$ cat config.mk
export PLATFORM = sky130hd
export DESIGN_NAME = txrx_mode_ctl
export DESIGN_NICKNAME = d
export VERILOG_FILES = /design/src/rtl/txrx_mode_pkg.sv /design/src/rtl/txrx_sync.sv /design/src/rtl/txrx_wdog.sv /design/src/rtl/txrx_rearm.sv /design/src/rtl/txrx_mode_ctl.sv
export SDC_FILE = /design/constraint.sdc
export NUM_CORES = 1
export LEC_CHECK = 0
export ABC_AREA = 1
export BUFFER_PORTS_ARGS = -buffer_cell sky130_fd_sc_hd__buf_4
export CORE_AREA = 2 2 82 84
export CTS_CLUSTER_DIAMETER = 100
export CTS_CLUSTER_SIZE = 30
export DETAILED_ROUTE_END_ITERATION = 8
export DIE_AREA = 0 0 84 86
export GPL_ROUTABILITY_DRIVEN = 0
export MAX_ROUTING_LAYER = met4
export SYNTH_ARGS = -nofsm -noshare
export SYNTH_HDL_FRONTEND = slang
export SYNTH_HIERARCHICAL = 1
export SYNTH_SLANG_ARGS = --single-unit
export TNS_END_PERCENT = 5
$ cat constraint.sdc
create_clock -name clk -period 2.3 [get_ports clk]
set_input_delay 0.345 -clock clk [delete_from_list [all_inputs] [get_ports clk]]
set_output_delay 0.345 -clock clk [all_outputs]
set_load 0.005 [all_outputs]
$ cat src/rtl/txrx_mode_pkg.sv
package txrx_mode_pkg;

    typedef enum logic [1:0] {
        M_OFF  = 2'd0,
        M_RX   = 2'd1,
        M_TX   = 2'd2,
        M_LOCK = 2'd3
    } mode_e;

    // Last count value of a session under the selected limit
    function automatic int unsigned last_count(input logic fast,
                                               input int unsigned lim_long,
                                               input int unsigned lim_short);
        return (fast ? lim_short : lim_long) - 1;
    endfunction

endpackage

$ cat src/rtl/txrx_sync.sv
module txrx_sync #(
    parameter int STAGES = 2,
    parameter logic RST_VAL = 1'b1
) (
    input  logic clk,
    input  logic clr,
    input  logic d,
    output logic q
);
    logic [STAGES-1:0] sh_q;

    always_ff @(posedge clk) begin
        if (clr) sh_q <= {STAGES{RST_VAL}};
        else     sh_q <= {sh_q[STAGES-2:0], d};
    end

    assign q = sh_q[STAGES-1];
endmodule

$ cat src/rtl/txrx_wdog.sv
module txrx_wdog
    import txrx_mode_pkg::*;
#(
    parameter int unsigned TO_LONG  = 33_177_600,
    parameter int unsigned TO_SHORT = 16_368,
    localparam int CW = $clog2(TO_LONG + 1)
) (
    input  logic          clk,
    input  logic          clr,
    input  logic          run,
    input  logic          fast,
    output logic          expired,
    output logic [CW-1:0] cnt
);
    logic [CW-1:0] cnt_q;
    logic [CW-1:0] last;

    always_comb last = CW'(last_count(fast, TO_LONG, TO_SHORT));

    always_ff @(posedge clk) begin
        if (clr || !run)                 cnt_q <= '0;
        else if (cnt_q < CW'(TO_LONG))   cnt_q <= cnt_q + 1'b1;
    end

    assign expired = run && (cnt_q >= last);
    assign cnt     = cnt_q;
endmodule

$ cat src/rtl/txrx_rearm.sv
module txrx_rearm #(
    parameter int unsigned REARM_MIN = 23,
    localparam int RW = $clog2(REARM_MIN + 1)
) (
    input  logic clk,
    input  logic clr,
    input  logic hi,
    input  logic locked,
    output logic armed
);
    logic [RW-1:0] run_q;
    logic          armed_q;
    logic          full;

    assign full = run_q >= RW'(REARM_MIN);

    always_ff @(posedge clk) begin
        if (clr) begin
            run_q   <= '0;
            armed_q <= 1'b0;
        end else begin
            if (!hi)       run_q <= '0;
            else if (!full) run_q <= run_q + 1'b1;
            armed_q <= locked ? (armed_q | full) : 1'b0;
        end
    end

    assign armed = armed_q;
endmodule

$ cat src/rtl/txrx_mode_ctl.sv
module txrx_mode_ctl
    import txrx_mode_pkg::*;
#(
    parameter int unsigned TO_LONG   = 33_177_600,
    parameter int unsigned TO_SHORT  = 16_368,
    parameter int unsigned REARM_MIN = 23,
    parameter int          SYNC_STG  = 2,
    localparam int CW = $clog2(TO_LONG + 1)
) (
    input  logic clk,
    input  logic pwr_on,
    input  logic rxtx_sel,
    input  logic tst_hold,
    input  logic tst_fast,
    input  logic tst_cr_data,
    input  logic demod_in,
    output logic tx_en,
    output logic rx_en,
    output logic cr_sel_test,
    output logic cr_din
);
    logic          clr;
    logic          sel_s;
    logic          txreq;
    logic          expired;
    logic          armed;
    logic          in_lock;
    logic [CW-1:0] wd_cnt;
    mode_e         mode_q, mode_d;

    assign clr = ~pwr_on;

    txrx_sync #(.STAGES(SYNC_STG), .RST_VAL(1'b1)) u_sync (
        .clk(clk), .clr(clr), .d(rxtx_sel), .q(sel_s)
    );
    assign txreq = ~sel_s;

    txrx_wdog #(.TO_LONG(TO_LONG), .TO_SHORT(TO_SHORT)) u_wd (
        .clk(clk), .clr(clr), .run(mode_q == M_TX), .fast(tst_fast),
        .expired(expired), .cnt(wd_cnt)
    );

    assign in_lock = (mode_q == M_LOCK);

    txrx_rearm #(.REARM_MIN(REARM_MIN)) u_rearm (
        .clk(clk), .clr(clr), .hi(sel_s), .locked(in_lock), .armed(armed)
    );

    always_comb begin
        mode_d = mode_q;
        unique case (mode_q)
            M_OFF:  mode_d = M_RX;
            M_RX:   mode_d = txreq ? M_TX : M_RX;
            M_TX: begin
                if (!txreq)                    mode_d = M_RX;
                else if (!tst_hold && expired) mode_d = M_LOCK;
            end
            M_LOCK: if (txreq && armed)        mode_d = M_TX;
            default: mode_d = M_OFF;
        endcase
        if (tst_hold && mode_q != M_OFF)
            mode_d = txreq ? M_TX : M_RX;
    end

    always_ff @(posedge clk) begin
        if (clr) mode_q <= M_OFF;
        else     mode_q <= mode_d;
    end

    assign tx_en       = (mode_q == M_TX);
    assign rx_en       = (mode_q == M_RX) || (mode_q == M_LOCK);
    assign cr_sel_test = tst_hold && rx_en;
    assign cr_din      = cr_sel_test ? tst_cr_data : demod_in;
endmodule

==> impl_results.md <==
* Post-synthesis cell type count at 27
* Cts hold-fix bufs at 0
* Placed cell areas at between 2000 and 3000 um2
* PostCTS Resize Cnt at 0
* Post-Syn Instances at about 400
* Shortest period the worst path allows at around 1800 ps
* Ant diodes at 0
* FF-to-FF Start: u_wd/cnt[0]
* Critical path class: reg2reg
* Crit path launch: u_wd/cnt[0]
* Post-CTS setup buffer count at 0
* Top cell type's share of synthesized area at 28.6%
* Post-synth EDFFs at 0
* Post-synthesis average cell area at about 6.1 um2
* Initial antenna violation count at 0
* Largest area contributor in the netlist: dfxtp_1
* Final period utilization at ~80%
* Pwr/cell area at approximately 440 nW/um2
* Routed Antenna Nets at 0
* Yosys warns at 6
* Chip Width at between 80 and 90 um
* Setup_tns at 0 ps
* Final slew viol count at 0
* 1st-iter DRT viols at about 140
* Setup Viol. Count Final at 0
* Crit path DAT at roughly 2000 ps
* Unrepaired setup endpoints after global routing: false
* Layout cell share with drive strength beyond 1 at about 13%
* Highest clock rate at ~560 MHz
* VDD IR-drop max at between 0.0002 and 0.0003 V
* Clock Tree Root: clkbuf_8
* CTS tree: yes
* First drt pass iteration count at 4
* Yosys reg bits at 35
* Ys flop type: dfxtp_1
* Critical Path Source Type: flip-flop
* Top cells by instance count after synthesis: 131 x nand2_1, 61 x nor2_1, 60 x inv_1
* Deepest clock path buffer count at 2
* Worst-Skew Late Latency at 290 ps
* CP Max Fanout at 7
* Wire per inst at between 10 and 15 um
* Sequential-to-total area share from yosys stat at ~29%
* DRC Markers at 0
* Nets at ~430
* Die Y at between 80 and 90 um
* Initial Utilization at between 30 and 40%
* Clock transition at path regs at approximately 80 ps
* Post-Place Setup Slack at around 440 ps
* Grt total ovfl at 0
* Setup crit end kind: flip-flop
* Clock buffer count from CTS at 5
* First-pass GRT wire length at 9540 um
* Vias in the first global route at between 2k and 2.5k
* HPWL after DPL at around 4000 um
* Net Count, Synth at about 420
* Top-Level Pins at 11
* Pleak at 0.00121 uW
* Clk_skew at 9.05 ps
* P&R area growth vs syn at 9.49%
* CTS Sinks at 35
* Asr flop ratio synth at 0%
* Final WL at between 5000 and 6000 um
* Worst Tran Pin Value at between 300 and 400 ps
* Maxcap violations at 0
* GRT Overall Usage at around 17%
* End-of-flow core utilization at a little over two fifths
* Largest net degree at the start of global routing at 36
* Die Area at about 7200 um2
* Max-Slew Margin vs Limit at between 70% and 80%
* Port Buffers at 10
* Core footprint at around 6300 um2
* CTS H-tree depth at 2
* PnR worst setup slack at approximately 500 ps
* Core Rows at 29
* Vias/cell at between 4 and 5
* Count leader, synth: nand2_1
* Worst EP required at 2490 ps
* Routed vias at between 2k and 2.5k
* Status: finished, final reports clean
* Post-synth design cell area at ~2500 um2
* Hold path start: rxtx_sel
* Hold crit path type: in2reg
* Largest cells by area after synthesis: dfxtp_1 29%, nand2_1 20%, nor2_1 9.3%
* Post-route cell area at approximately 2700 um2
* Final hold viol count at 0
* Worst hold slack at 221 ps
layout make-up:
cell class / count / area (um2)
Clock buffer: 7 / 96.3
Clock inverter: 1 / 7.51
Fill cell: 661 / 3590
Inverter: 65 / 244
Multi-Input combinational cell: 297 / 1450
Sequential cell: 35 / 701
Tap cell: 77 / 96.3
Timing Repair Buffer: 12 / 90.1
sequential cells by signal, summed over array words and instances (netlist names):
name,flops
mode_q,2
u_wd/cnt,25
u_rearm/run_q,5
u_rearm/armed,1
u_sync/sh_q,2
per-layer routing:
metal	wire, um	vias to the layer above	global-route usage (%)
met5	0	-	-
met4	55	0	4.84
met3	156	5	3.18
met2	2310	33	25.2
met1	2830	1026	22.3
li1	-	1268	-
cell usage in the layout (no fill, tap or decap), drive strengths merged:
cell type / instances
nand2: 139
nor2: 74
inv: 65
dfxtp: 35
nand3: 31
a21oi: 24
buf: 12
ha: 10
clkbuf: 7
nand4: 6
o21ai: 6
nor3: 3
xor2: 2
clkinvlp: 1
o21a: 1
xnor2: 1
final timing paths:
| check | to | slack, ps | cells past startpoint |
|---|---|---|---|
| max | mode_q[0] | 510 | 14 |
| min | u_sync/sh_q[0] | 220 | 3 |
| max reg2reg | mode_q[0] | 510 | 14 |
| min reg2reg | u_sync/sh_q[1] | 420 | 2 |
power breakdown:
group / internal, uW / leakage, uW / switching, uW
sequential: 613 / 0.000283 / 8.66
clock: 273 / 0.0000505 / 239
combinational: 27.7 / 0.000873 / 33.5
metrics by stage:
step	cells	total power, uW
after floorplan	404	674
after global placement	486	695
after detailed placement	486	697
after CTS	494	1210
after global routing	494	1250
final	494	1190
worst max-delay path, stage by stage (launching register included):
cell and delay (ps):
dfxtp_1 450, ha_1 240, inv_1 100, nor2_4 190
nand2_1 80, nor2_1 110, nand2_1 50, nand3_1 90
nand2_1 50, inv_1 50, nand2_1 60, nand2_1 70
nand2_1 40, nand2_1 70, a21oi_2 50
kinds of logic (layout without fill, tap and decap cells):
family | Yosys count | count (layout) | synth area share [%]
and+or+nand+nor | 253 | 253 | 46.1
AOI/OAI and AO/OA | 31 | 31 | 6.88
adders and majority gates | 10 | 10 | 5.10
xor gates and xnor gates | 3 | 3 | 1.07
DFF | 35 | 35 | 28.6
buffers and inverters | 72 | 85 | 12.3
(Power assumes the default switching activity.)
